==> config.mk <==
export PLATFORM = sky130hd
export DESIGN_NAME = sd_spi_init_seq
export DESIGN_NICKNAME = d
export VERILOG_FILES = /design/src/rtl/sdinit_pkg.sv /design/src/rtl/sdinit_timeout.sv /design/src/rtl/sdinit_tries.sv /design/src/rtl/sdinit_resp_check.sv /design/src/rtl/sd_spi_init_seq.sv
export SDC_FILE = /design/constraint.sdc
export NUM_CORES = 1
export LEC_CHECK = 0
export ABC_AREA = 0
export BUFFER_PORTS_ARGS = -buffer_cell sky130_fd_sc_hd__buf_2
export CAP_MARGIN = 0
export CORE_MARGIN = 8
export CORE_UTILIZATION = 55
export CTS_CLUSTER_SIZE = 10
export DETAILED_ROUTE_END_ITERATION = 10
export HOLD_SLACK_MARGIN = 0.1
export PLACE_DENSITY = 0.83
export SLEW_MARGIN = 20
export SYNTH_ARGS = -nofsm -noshare
export SYNTH_HDL_FRONTEND = slang
export SYNTH_HIERARCHICAL = 1
export SYNTH_SLANG_ARGS = --single-unit
==> constraint.sdc <==
create_clock -name clk -period 8.5 [get_ports clk]
set_input_delay 1.275 -clock clk [delete_from_list [all_inputs] [get_ports clk]]
set_output_delay 1.275 -clock clk [all_outputs]
set_load 0.02 [all_outputs]
==> src/rtl/sdinit_pkg.sv <==
package sdinit_pkg;

    typedef enum logic [3:0] {
        ST_IDLE, ST_WAKE, ST_CMD0, ST_CMD8, ST_CMD55,
        ST_ACMD41, ST_CMD58, ST_CMD16, ST_DONE, ST_FAIL
    } seq_state_e;

    localparam logic [2:0] FAIL_NONE   = 3'd0;
    localparam logic [2:0] FAIL_NOCARD = 3'd1;
    localparam logic [2:0] FAIL_IFCOND = 3'd2;
    localparam logic [2:0] FAIL_OPCOND = 3'd3;
    localparam logic [2:0] FAIL_SETUP  = 3'd4;

    localparam logic [7:0]  R1_IDLE    = 8'h01;
    localparam logic [7:0]  R1_READY   = 8'h00;
    localparam logic [31:0] ARG_IFCOND = 32'h0000_01AA;
    localparam logic [31:0] ARG_HCS    = 32'h4000_0000;
    localparam logic [31:0] ARG_BLKLEN = 32'h0000_0200;

    typedef struct packed {
        seq_state_e state;
        logic       issued;
        logic       req;
        logic       blk;
        logic       ready;
        logic [2:0] fail;
    } seq_regs_t;

    function automatic logic [5:0] cmd_of(seq_state_e s);
        case (s)
            ST_CMD8:   return 6'd8;
            ST_CMD55:  return 6'd55;
            ST_ACMD41: return 6'd41;
            ST_CMD58:  return 6'd58;
            ST_CMD16:  return 6'd16;
            default:   return 6'd0;
        endcase
    endfunction

    function automatic logic [2:0] phase_fail(seq_state_e s);
        case (s)
            ST_WAKE, ST_CMD0:    return FAIL_NOCARD;
            ST_CMD8:             return FAIL_IFCOND;
            ST_CMD55, ST_ACMD41: return FAIL_OPCOND;
            default:             return FAIL_SETUP;
        endcase
    endfunction

endpackage

==> src/rtl/sdinit_timeout.sv <==
module sdinit_timeout #(
    parameter int TW = 32
) (
    input  logic          clk,
    input  logic          rst_n,
    input  logic          load,
    input  logic [TW-1:0] limit,
    input  logic          run,
    output logic          expired
);
    logic [TW-1:0] count_d, count_q;

    always_comb begin
        if (load)
            count_d = limit;
        else if (run && count_q != '0)
            count_d = count_q - 1'b1;
        else
            count_d = count_q;
    end

    always_ff @(posedge clk or negedge rst_n) begin
        if (!rst_n) count_q <= '0;
        else        count_q <= count_d;
    end

    assign expired = run && !load && (count_q == '0);

    // a freshly loaded budget is never consumed in the same cycle
    a_r7_load_holds: assert property (@(posedge clk) disable iff (!rst_n)
        load |=> !expired || ($past(limit) == '0));
endmodule

==> src/rtl/sdinit_tries.sv <==
module sdinit_tries #(
    parameter int TRIES = 10
) (
    input  logic clk,
    input  logic rst_n,
    input  logic clear,
    input  logic bump,
    output logic last
);
    localparam int CW = $clog2(TRIES + 1);

    logic [CW-1:0] cnt_d, cnt_q;

    always_comb begin
        if (clear)
            cnt_d = '0;
        else if (bump && cnt_q != CW'(TRIES))
            cnt_d = cnt_q + 1'b1;
        else
            cnt_d = cnt_q;
    end

    always_ff @(posedge clk or negedge rst_n) begin
        if (!rst_n) cnt_q <= '0;
        else        cnt_q <= cnt_d;
    end

    assign last = (cnt_q == CW'(TRIES - 1));

    // the attempt count never runs past the configured limit
    a_r2_attempt_bound: assert property (@(posedge clk) disable iff (!rst_n)
        cnt_q <= CW'(TRIES));
endmodule

==> src/rtl/sdinit_resp_check.sv <==
module sdinit_resp_check
    import sdinit_pkg::*;
(
    input  seq_state_e  state,
    input  logic [7:0]  r1,
    input  logic [31:0] resp,
    output logic        ok
);
    logic unused_resp_bits;
    assign unused_resp_bits = ^resp[31:12];

    always_comb begin
        case (state)
            ST_WAKE:   ok = 1'b1;
            ST_CMD0:   ok = (r1 == R1_IDLE);
            ST_CMD8:   ok = (r1 == R1_IDLE) && (resp[11:0] == ARG_IFCOND[11:0]);
            ST_CMD55:  ok = (r1 == R1_IDLE);
            ST_ACMD41,
            ST_CMD58,
            ST_CMD16:  ok = (r1 == R1_READY);
            default:   ok = 1'b0;
        endcase
    end
endmodule

==> src/rtl/sd_spi_init_seq.sv <==
module sd_spi_init_seq
    import sdinit_pkg::*;
#(
    parameter int INIT_CLKS  = 80,
    parameter int CMD0_TRIES = 10,
    parameter int TW         = 32
) (
    input  logic          clk,
    input  logic          rst_n,
    input  logic          start,
    input  logic [TW-1:0] timeout_cycles,
    output logic          cs_n,
    output logic          eng_req,
    output logic          eng_op,
    output logic [5:0]    eng_cmd,
    output logic [31:0]   eng_arg,
    input  logic          eng_done,
    input  logic [7:0]    eng_r1,
    input  logic [31:0]   eng_resp,
    output logic          busy,
    output logic          ready,
    output logic          block_addr,
    output logic [2:0]    fail_code
);
    localparam logic [31:0] WAKE_ARG = 32'(INIT_CLKS);

    seq_regs_t q, d;
    logic      resp_ok, expired, tries_last, take_start, cmd0_miss;

    assign busy       = !(q.state inside {ST_IDLE, ST_DONE, ST_FAIL});
    assign take_start = start && !busy;
    assign cmd0_miss  = (q.state == ST_CMD0) && q.issued && eng_done && !expired && !resp_ok;

    sdinit_resp_check u_check (
        .state (q.state),
        .r1    (eng_r1),
        .resp  (eng_resp),
        .ok    (resp_ok)
    );

    sdinit_timeout #(.TW(TW)) u_timer (
        .clk     (clk),
        .rst_n   (rst_n),
        .load    (take_start),
        .limit   (timeout_cycles),
        .run     (busy),
        .expired (expired)
    );

    sdinit_tries #(.TRIES(CMD0_TRIES)) u_tries (
        .clk   (clk),
        .rst_n (rst_n),
        .clear (take_start),
        .bump  (cmd0_miss),
        .last  (tries_last)
    );

    always_comb begin
        d     = q;
        d.req = 1'b0;
        if (!busy) begin
            if (start) begin
                d.state  = ST_WAKE;
                d.issued = 1'b0;
                d.ready  = 1'b0;
                d.blk    = 1'b0;
                d.fail   = FAIL_NONE;
            end
        end else if (expired) begin
            d.state  = ST_FAIL;
            d.issued = 1'b0;
            d.fail   = phase_fail(q.state);
        end else if (!q.issued) begin
            d.req    = 1'b1;
            d.issued = 1'b1;
        end else if (eng_done) begin
            d.issued = 1'b0;
            case (q.state)
                ST_WAKE: d.state = ST_CMD0;
                ST_CMD0: begin
                    if (resp_ok)         d.state = ST_CMD8;
                    else if (tries_last) begin
                        d.state = ST_FAIL;
                        d.fail  = FAIL_NOCARD;
                    end
                end
                ST_CMD8: begin
                    if (resp_ok) d.state = ST_CMD55;
                    else begin
                        d.state = ST_FAIL;
                        d.fail  = FAIL_IFCOND;
                    end
                end
                ST_CMD55: begin
                    if (resp_ok) d.state = ST_ACMD41;
                    else begin
                        d.state = ST_FAIL;
                        d.fail  = FAIL_OPCOND;
                    end
                end
                ST_ACMD41: begin
                    if (resp_ok)                d.state = ST_CMD58;
                    else if (eng_r1 == R1_IDLE) d.state = ST_CMD55;
                    else begin
                        d.state = ST_FAIL;
                        d.fail  = FAIL_OPCOND;
                    end
                end
                ST_CMD58: begin
                    if (resp_ok) begin
                        d.state = ST_CMD16;
                        d.blk   = eng_resp[30];
                    end else begin
                        d.state = ST_FAIL;
                        d.fail  = FAIL_SETUP;
                    end
                end
                ST_CMD16: begin
                    if (resp_ok) begin
                        d.state = ST_DONE;
                        d.ready = 1'b1;
                    end else begin
                        d.state = ST_FAIL;
                        d.fail  = FAIL_SETUP;
                    end
                end
                default: d.state = ST_FAIL;
            endcase
        end
    end

    always_ff @(posedge clk or negedge rst_n) begin
        if (!rst_n) begin
            q.state  <= ST_IDLE;
            q.issued <= 1'b0;
            q.req    <= 1'b0;
            q.blk    <= 1'b0;
            q.ready  <= 1'b0;
            q.fail   <= FAIL_NONE;
        end else begin
            q <= d;
        end
    end

    assign cs_n = !((q.state inside {ST_CMD55, ST_ACMD41}) ||
                    (q.issued && (q.state inside {ST_CMD0, ST_CMD8, ST_CMD58, ST_CMD16})));

    assign eng_req    = q.req;
    assign eng_op     = (q.state == ST_WAKE);
    assign eng_cmd    = cmd_of(q.state);
    assign ready      = q.ready;
    assign fail_code  = q.fail;
    assign block_addr = q.blk && q.ready;

    always_comb begin
        case (q.state)
            ST_WAKE:   eng_arg = WAKE_ARG;
            ST_CMD8:   eng_arg = ARG_IFCOND;
            ST_ACMD41: eng_arg = ARG_HCS;
            ST_CMD16:  eng_arg = ARG_BLKLEN;
            default:   eng_arg = '0;
        endcase
    end

    // a miss on the last reset attempt ends the run with the no-card code
    a_r2_fast_nocard: assert property (@(posedge clk) disable iff (!rst_n)
        (cmd0_miss && tries_last) |=> (fail_code == FAIL_NOCARD) && !busy);

    // a ready reply to the polled command moves on to the register read
    a_r4_leave_loop: assert property (@(posedge clk) disable iff (!rst_n)
        (q.state == ST_ACMD41 && q.issued && eng_done && !expired && eng_r1 == R1_READY)
        |=> (q.state == ST_CMD58));

    // budget expiry during a run always leaves a failure code
    a_r7_expiry_reported: assert property (@(posedge clk) disable iff (!rst_n)
        expired |=> !busy && (fail_code != FAIL_NONE));

    // a command request is never made with the card deselected
    a_r8_selected_on_cmd: assert property (@(posedge clk) disable iff (!rst_n)
        (eng_req && !eng_op) |-> !cs_n);

    // success and failure never show together, and never while busy
    a_r9_clean_outcome: assert property (@(posedge clk) disable iff (!rst_n)
        ready |-> (fail_code == FAIL_NONE) && !busy);

    // one request pulse per operation
    a_r10_req_pulse: assert property (@(posedge clk) disable iff (!rst_n)
        eng_req |=> !eng_req);
endmodule

# Word level (Yosys, flattened, before mapping)
# Cells that the tools add are included.
[classes]
n_lt_le_gt_ge = 0
reduce_logical = 44
mux = 43
addsub = 2
multipliers = 0
n_bitwise = 0
eq_ne = 23
shifts = 0
n_div = 0
[op_table]
columns = ["cell", "count"]
rows = [
  ["$pmux 31 s4", 1],
  ["$mux 32", 2],
  ["$mux 4", 10],
  ["$mux 5", 8],
  ["$logic_not 32->1", 1],
  ["$reduce_bool 32->1", 1],
  ["$sub 32x1->32 const B", 1],
  ["$pmux 6 s5", 1],
  ["$ne 4x4->1 const B", 7],
  ["$pmux 4 s7", 1],
  ["$mux 3", 9],
  ["$eq 4x3->1 const B", 4],
  ["$reduce_bool 2->1", 8],
  ["$pmux 3 s5", 1],
  ["$eq 12x9->1 const B", 1],
  ["$eq 4x4->1 const B", 3],
  ["$logic_and 1x1->1", 12],
  ["$reduce_and 6->1", 2],
  ["$reduce_and 11->1", 1],
  ["$pmux 3 s3", 1],
  ["$reduce_bool 3->1", 3],
  ["$eq 4x2->1 const B", 2],
  ["$eq 8x1->1 const B", 1],
  ["$logic_not 8->1", 1],
  ["16 further kinds", 30],
]
[totals]
mem_bits_rw = 0
ff_bits = 47
input_bits = 76
latchBits = 0
output_inout_bits = 47
mem_bits_ro = 0
memories = 0

# Depth between registers and ports, before layout
# Gate-level depths: netlist (run 1).
[depth]
ltp_word = 12
mapped_depth = 15
ltp_nobuf = 10

# Cells and area by module
# Netlist (run 1), hierarchy kept.
[by_module_without_submodules]
columns = ["mod", "area_each_um2", "n_inst", "cells_per_inst"]
rows = [
  ["sdinit_timeout", 2098.3, 1, 222],
  ["sd_spi_init_seq", 1131.1, 1, 140],
  ["sdinit_tries", 261.5, 1, 25],
  ["sdinit_resp_check", 115.1, 1, 15],
]

# Worst setup path before layout (run 1)
# Ideal clock, no wire load.
[synth_path]
path_type = "input-to-reg"
startpoint = "input port start"
endpoint = "register u_tries.cnt_q[2]"
path_slack_ps = 4714
cell_stages = 10
required_ps = 8420
path_buffers = 3
setup_ps = 80
arrival_ps = 3707
cell_sequence = "inv_1 nor2_1 clkbuf_1 clkbuf_1 nor3_1 buf_1 nor4_1 nand2_1 a211o_1 a21oi_1"
[synth_between]
elab_chain_cells = 9
elab_cells_between_ends = 10
[synth_lines]
columns = ["element", "line_no", "rtl"]
rows = [
  ["start: declaration", "sd_spi_init_seq.sv:10", "input logic start,"],
  ["$logic_and 1x1->1", "sd_spi_init_seq.sv:31", "assign take_start = start && !busy;"],
  ["via take_start", "sd_spi_init_seq.sv:28", "logic resp_ok, expired, tries_last, take_start, cmd0_miss;"],
  ["$logic_not 1->1", "sdinit_timeout.sv:27", "assign expired = run && !load && (count_q == '0);"],
  ["$logic_and 1x1->1 (2 in series)", "sdinit_timeout.sv:27", ""],
  ["via expired", "sd_spi_init_seq.sv:28", ""],
  ["$logic_not 1->1", "sd_spi_init_seq.sv:32", "assign cmd0_miss = (q.state == ST_CMD0) && q.issued && eng_done && !expired && !resp_ok;"],
  ["$logic_and 1x1->1 (2 in series)", "sd_spi_init_seq.sv:32", ""],
  ["via cmd0_miss", "sd_spi_init_seq.sv:28", ""],
  ["$logic_and 1x1->1", "sdinit_tries.sv:17", "else if (bump && cnt_q != CW'(TRIES))"],
  ["$reduce_bool 2->1 (no source line)", "-", ""],
  ["end signal: assignment", "sdinit_tries.sv:25", "else cnt_q <= cnt_d;"],
  ["end: declaration", "sdinit_tries.sv:12", "logic [CW-1:0] cnt_d, cnt_q;"],
]
# The timed path passes the listed nets, and every way through them passes these cells.
# A chain may end at the register's enable or synchronous reset.

# Final worst setup path (run 1)
[layout_path]
startpoint = "register, netlist name q[7]"
endpoint = "register q, in the netlist fail_code[2]"
[layout_between]
elab_chain_cells = 8
elab_cells_between_ends = 40
[layout_lines]
columns = ["element", "line_no", "rtl"]
rows = [
  ["$eq 4x4->1 / $logic_not 4->1 (equally long branches)", "sd_spi_init_seq.sv:30", "assign busy = !(q.state inside {ST_IDLE, ST_DONE, ST_FAIL});"],
  ["$reduce_bool 3->1 (*)", "sd_spi_init_seq.sv:30", ""],
  ["$logic_and 1x1->1", "sd_spi_init_seq.sv:31", ""],
  ["$logic_not 1->1", "sdinit_timeout.sv:27", ""],
  ["$logic_and 1x1->1 (*) (2 in series)", "sdinit_timeout.sv:27", ""],
  ["via expired", "sd_spi_init_seq.sv:28", ""],
  ["$ne 4x4->1 (no source line) (tied with other cells)", "-", ""],
  ["$reduce_and 11->1 (no source line) / $mux 5 (equally long branches)", "-", ""],
  ["end: declaration", "sd_spi_init_seq.sv:27", "seq_regs_t q, d;"],
]
# The timed path passes the listed nets; every way through them passes the cells marked *. The select of a mux whose other input is x is not followed.

==> impl_results.md, run 1 <==
* Synthesized area at about 0.0036 mm²
* Achievable Freq at 266.7 MHz
* Register Area at ~0.0012 mm²
* Status: finished clean
* # resized after CTS at 0
* Clock tree buffer depth at 2
* Synth Area in Simple Gates at a little over a quarter
* DR vias at 3,123
* Largest cells by area after synthesis: dfrtp_1, buf_4, nand2_1
* Die area at 0.009403 mm²
* Crit-path max cell delay at between 800 and 900 ps
* Compound-Gate Fraction of Synth Area at 20.16%
* Leak Pwr at 1.663 nW
* Yosys reg bits at 47
* Post-CTS Setup Bufs at 0
* Grt ovf at 0
* Finished Layout Cells at roughly 540
* Antenna violations before repair at 0
* P per Cell Area at 312.7 mW/mm²
* Vias in the first global route at a little over 3,000
* Post-Route WL at 8570 µm
* Hold path endpoint: fail_code[1]
* Setup TNS Final at 0 ps
* Hold_buf cts at 0
* Residual DRC at 0
* Hold Startpoint: fail_code[1]
* Final setup vio count at 0
* Layout Utilization at ~63%
* Yosys top cell area share at approximately a third
* Largest net degree at the start of global routing at between 40 and 50
* Worst-margin pin slew at approximately 820 ps
* Maxcap violations at 0
* Clock Latency Late Sink at 300 ps
* Clk Tree Root Cell: clkbuf_8
* Most used DFF post-synth: dfrtp_1
* Starting DRT DRC Count at around 230
* Detailed Place HPWL at 6295 µm
* Fraction of the mapped netlist area in adder cells at under 10%
* Drt pass-1 iters at 4
* Cell Count Post-Placement at between 500 and 600
* Minimum clock period at 3749 ps
* Ant. Diodes at 0
* # port buffers at 80
* Nets at roughly 540
* Post-synth EDFFs at 0
* Synth cell types at a little over 80
* Register area share after synthesis at 32.62%
* Unrepaired setup endpoints after global routing: no
* Slowest CP cell: dfrtp_1
* Post-Synth XOR/XNOR Area at slightly above 5%
* # fillers at around 560
* R2R Path Start: q[7]
* Worst Hold Class: reg -> reg
* Row count at 29
* H-tree depth at 2
* Crit path max fanout at 26
* Peak supply drop at 0.0002537 V
* Initial Util at approximately 57%
* Total GRT Usage at about 18%
* Async set or reset register ratio after synthesis at 100.0%
* Die X at 96.97 µm
* CP cell instances: nand2b_1 > and2_1 > inv_1 > nand4_1 > nor3_1 > buf_4 > nor2_1 > a211oi_1 > mux2_2
* Cts bufs inserted at 5
* Worst path required time at a little under 9000 ps
* Final antenna-violating net count at 0
* Clock sinks at 47
* Avg Inst Size Synth at ~9.0 µm²
* Synth Instances at 402
* Worst setup SP type: flip-flop
* WHS Path Cells at 1
* Die H at 96.97 µm
* Fin. Hold Viols at 0
* IO Count at around 120
* R2R cell count at 9
* Worst EP arrival at around 4000 ps
* CTS tree: built
* Reg2Reg Setup Slack at 4750 ps
* Multi-input gate area at roughly 0.0021 mm²
* Reg-to-reg endpoint: fail_code[2]
* Largest family of logic cells by synthesized area: simple AND/OR/NAND/NOR gates
* Final Cycle Share at ~44%
* Post-synthesis mux area share at 2.568%
* Layout cells sized above 1 at between 20% and 30%
* Drt via density at between 5 and 6
* Average wire per standard cell at 15.99 µm
* Slew Limit Fails at 0
* GP Congestion at around 0.85
* Slew margin rel. at 45.51%
* Crit end category: flip-flop
* Clk_skew at between 7 and 8 ps
* Ys Warns at 6
* Area of the core at around 0.0063 mm²
* Clk slew on worst S/H paths at about 80 ps
* First-pass GRT wire length at approximately 15,000 µm
* Crit path kind: reg -> reg
* Area growth syn-to-layout at 10.10%
* Synth area leader: dfrtp_1
[registers in the layout, summed over array words and instances (netlist names)]
name / flops
u_tries/cnt_q: 4
eng_req: 1
fail_code: 3
u_timer/count_q: 32
ready: 1
q: 6
[layer usage]
metal | vias up | wire [µm] | GRT usage, %
li1 | 1541 | - | -
met3 | 7 | 504 | 4.908
met2 | 80 | 4469 | 31.41
met5 | - | 0 | 0
met4 | 0 | 61 | 3.905
met1 | 1495 | 3534 | 20.10
[final cells by class]
cell class | instances | share of cell area (%)
clock inverters | 2 | 0.8824
well taps | 77 | 2.427
clock buffers | 6 | 2.080
multi-input cells | 311 | 53.42
repair buffers | 82 | 10.53
flip-flops and latches | 47 | 29.62
inverters | 11 | 1.040
[worst max-delay path, delay by kind of cell, from the launching register on]
kind | cells | cell delay (ps)
AOI/OAI and AO/OA | 1 | 470
buffers and inverters | 2 | 550
DFF | 1 | 840
muxes | 1 | 390
and+or+nand+nor | 5 | 1380
[cell usage after synthesis, drive strengths merged (2+ instances only)]
| cell type | count |
|---|---|
| o21ai | 26 |
| or2 | 3 |
| dfrtp | 47 |
| nand4b | 5 |
| buf | 41 |
| nand4 | 4 |
| nor4b | 7 |
| nand3b | 3 |
| or3 | 9 |
| o21bai | 2 |
| nor4bb | 2 |
| or4 | 12 |
| a31oi | 11 |
| a21o | 2 |
| nor4 | 8 |
| o31ai | 5 |
| and3 | 2 |
| a21boi | 2 |
| nor2b | 2 |
| and2 | 4 |
| xnor2 | 15 |
| a211oi | 4 |
| a2111oi | 9 |
| nor3b | 3 |
| mux2 | 7 |
| nor3 | 10 |
| o22ai | 2 |
| o41ai | 2 |
| nand3 | 12 |
| clkbuf | 14 |
| o21a | 2 |
| nand2b | 4 |
| nand2 | 36 |
| a311oi | 2 |
| xor2 | 6 |
| inv | 10 |
| ha | 4 |
| nor2 | 31 |
| a21oi | 8 |
| o211ai | 4 |
| o311a | 2 |
[worst max path at each step]
stage,from,slack [ps],depth (start not counted),endpoint
after global routing,q[7],4550,9,fail_code[0]
after detailed placement,eng_r1[0],4580,10,u_tries/cnt_q[2]
after CTS,q[7],4810,9,fail_code[2]
after floorplan,start,4710,10,u_tries/cnt_q[2]
final,q[7],4750,9,fail_code[2]
after global placement,eng_r1[0],4640,10,u_tries/cnt_q[2]
[kinds of logic after synthesis]
family / count (synthesis)
mux: 8
buf+inv: 66
other cells: 1
compound gates: 93
simple gates: 162
fa+ha+maj: 4
xor+xnor: 21
flops: 47
[layout by cell type, fill, tap and decap left out, drive strengths merged, types with 3 or more instances in the layout]
cell	synthesis	final
inv	10	10
or3	9	9
nand4b	5	5
nor4b	7	7
o211ai	4	4
nand2b	4	4
ha	4	4
clkbuf	14	6
nand3	12	12
nand4	4	4
mux2	7	7
nor3b	3	3
o21ai	26	26
dfrtp	47	47
nor2	31	31
a31oi	11	11
o31ai	5	5
nor3	10	10
xor2	6	6
a21oi	8	8
xnor2	15	15
nor4	8	8
a211oi	4	4
nand2	36	36
a2111oi	9	9
or2	3	3
or4	12	12
nand3b	3	3
conb	1	23
and2	4	4
buf	41	82
[metrics by stage]
step | worst slack (ps) | area [µm²] | hold WS (ps) | power, mW
3_5_place_dp | 4584 | 3850 | 496.4 | 1.068
4_1_cts | 4814 | 3968 | 514.8 | 1.242
5_1_grt | 4550 | 3970 | 554.0 | 1.337
6_report | 4751 | 3970 | 517.8 | 1.242
2_1_floorplan | 4714 | 3689 | 482.0 | 0.9501
3_3_place_gp | 4642 | 3850 | 491.9 | 1.043
[report_power, final]
part | internal (mW) | total [mW] | switching [mW]
Combinational | 0.260 | 0.611 | 0.350
Sequential | 0.319 | 0.461 | 0.142
Clock | 0.0952 | 0.170 | 0.0747
Total | 0.675 | 1.24 | 0.567
Power figures use the tool's default switching activity.
==> run 2, diff against run 1 <==
CORE_UTILIZATION = 46   (was 55)
PLACE_DENSITY = 0.74   (was 0.83)
clock period = 3 ns   (was 8.5 ns; I/O delays follow)
==> run 2 against run 1 <==
Net effect: global-route usage fell by 1.3 points; combinational power rose to 3.3 times the previous value; worst hold slack worse by 370 ps; largest cell class unchanged.
==> impl_results.md, run 2 (synthesized netlist as in run 1, its figures left out) <==
* Status: finished clean
* Die X at roughly 100 µm
* Clock tree buffer depth at 2
* Cts bufs inserted at 5
* Fin. Hold Viols at 0
* Post-Route WL at just under 9000 µm
* Worst-margin pin slew at 596.8 ps
* Area growth syn-to-layout at 16.17%
* Layout Utilization at 54.78%
* Max FFs per register at 32
* Peak supply drop at between 0.0004 and 0.0005 V
* Commonest cells after routing, fill and taps aside: buf_2, dfrtp_1, nand2_1
* Register Area at 0.001176 mm²
* GP Congestion at between 0.8 and 0.9
* Biggest register: u_timer/count_q
* Crit end category: flip-flop
* Worst EP arrival at ~3000 ps
* Crit path kind: reg -> reg
* Maxcap violations at 0
* Crit-path max cell delay at approximately 550 ps
* Die area at between 0.01 and 0.015 mm²
* Vias in the first global route at ~3,300
* R2R cell count at 7
* Slowest CP cell: nor4_1
* Average wire per standard cell at 15.39 µm
* Reg2Reg Setup Slack at between 200 and 250 ps
* Final antenna-violating net count at 0
* Final Cycle Share at about 90%
* Pre-CTS setup slack at around 120 ps
* Crit path max fanout at 4
* Largest net degree at the start of global routing at 49
* Row count at 32
* Leak Pwr at around 1.8 nW
* Hold_buf cts at 0
* Drt pass-1 iters at 4
* # port buffers at 80
* CP cell instances: nor4_1 > and4b_1 > nand2_1 > nor3_1 > nor2_1 > a211oi_2 > mux2_2
* Worst path depth at 7
* Clock sinks at 47
* Design area at 0.004189 mm²
* Multi-input gate area at roughly 0.0021 mm²
* Worst path required time at ~3200 ps
* Unrepaired setup endpoints after global routing: no
* Largest registers: u_timer/count_q (32), q (6), u_tries/cnt_q (4)
* R2R Path Start: u_timer/count_q[23]
* Setup ws final at roughly 220 ps
* CTS tree: built
* Worst setup SP type: flip-flop
* Buf/Inv on CP at 0
* Starting DRT DRC Count at between 100 and 150
* Layout cells sized above 1 at between 30 and 40%
* Minimum clock period at about 2800 ps
* Clk_skew at approximately 8.1 ps
* Total GRT Usage at around 16%
* Leading cell type in the layout, fill and taps excluded: buf_2
* Final setup vio count at 0
* Grt ovf at 0
* Achievable Freq at roughly 360 MHz
* Nets at ~560
* CP delay by family, top: simple AND/OR/NAND/NOR gates
* Cell Area, Placed at between 0.004 and 0.005 mm²
* DR vias at 3,236
* Clk Tree Root Cell: clkbuf_8
* Antenna violations before repair at 0
* Initial Util at 47.15%
* Setup TNS Final at 0 ps
* Slew Limit Fails at 0
* Setup crit end: fail_code[0]
* Clk slew on worst S/H paths at ~90 ps
* # fillers at 742
* IO Count at 123
* Area of the core at ~0.0076 mm²
* Detailed Place HPWL at approximately 6800 µm
* H-tree depth at 2
* Residual DRC at 0
* Reg-to-reg endpoint: fail_code[0]
* Die H at about 100 µm
* Clock Latency Late Sink at around 300 ps
* Ant. Diodes at 0
* Worst Hold Class: in -> async
* Worst setup path start: u_timer/count_q[23]
* First-pass GRT wire length at 15,310 µm
* Drt via density at 5.579
* Slew margin rel. at about three fifths
* P per Cell Area at between 900 and 1000 mW/mm²
-- run 2: cell types whose count changed in the layout (fill, tap and decap cells not counted), sizes merged --
cell / delta
bufinv: +1
inv: -1
buf: +19
clkbuf: -1
clkinv: -1
clkinvlp: +2
-- run 2: layer usage --
layer  global-route usage [%]  up-vias  wire (µm)
met5                        0        -          0
met4                    3.826        0         65
met3                    4.484        8        649
met2                    29.83       98       4646
met1                    18.04     1556       3562
li1                         -     1574          -
-- run 2: worst reg2reg max path, cell delays in order (launching register included) --
cell	delay (ps)
dfrtp_1	410
nor4_1	550
and4b_1	310
nand2_1	90
nor3_1	420
nor2_1	190
a211oi_2	340
mux2_2	370
-- run 2: metrics by stage --
| stage | cells | total power [mW] | hold slack (ps) |
|---|---|---|---|
| CTS | 580 | 3.768 | 349.7 |
| floorplan | 424 | 2.748 | 154.4 |
| global placement | 572 | 3.120 | 490.6 |
| detailed placement | 572 | 3.197 | 500.3 |
| finish | 580 | 3.771 | 145.1 |
| global route | 580 | 4.055 | 193.0 |
-- run 2: where the power goes --
group	switching, mW	internal, mW
sequential	0.321	0.907
combinational	1.14	0.848
clock	0.225	0.332
total	1.68	2.09
-- run 2: layout make-up --
type / count / area share (%)
multi-input combinational: 311 / 51.16
sequential: 47 / 28.08
timing repair buffer: 101 / 13.38
tap: 102 / 3.047
clock buffer: 5 / 1.643
clock inverter: 3 / 1.613
inverter: 11 / 1.075
-- run 2: worst min path at each step --
stage,end,start,depth (start not counted)
after floorplan,eng_req,rst_n,0
after global placement,fail_code[1],fail_code[1],1
after detailed placement,fail_code[2],fail_code[2],1
after CTS,u_timer/count_q[12],timeout_cycles[12],3
after global routing,q[8],rst_n,1
final,q[8],rst_n,1
-- run 2: what timing repair did --
action,4_1_cts,5_1_grt
resized for setup,0,1
endpoints found under the setup margin,0,3
setup buffers,0,0
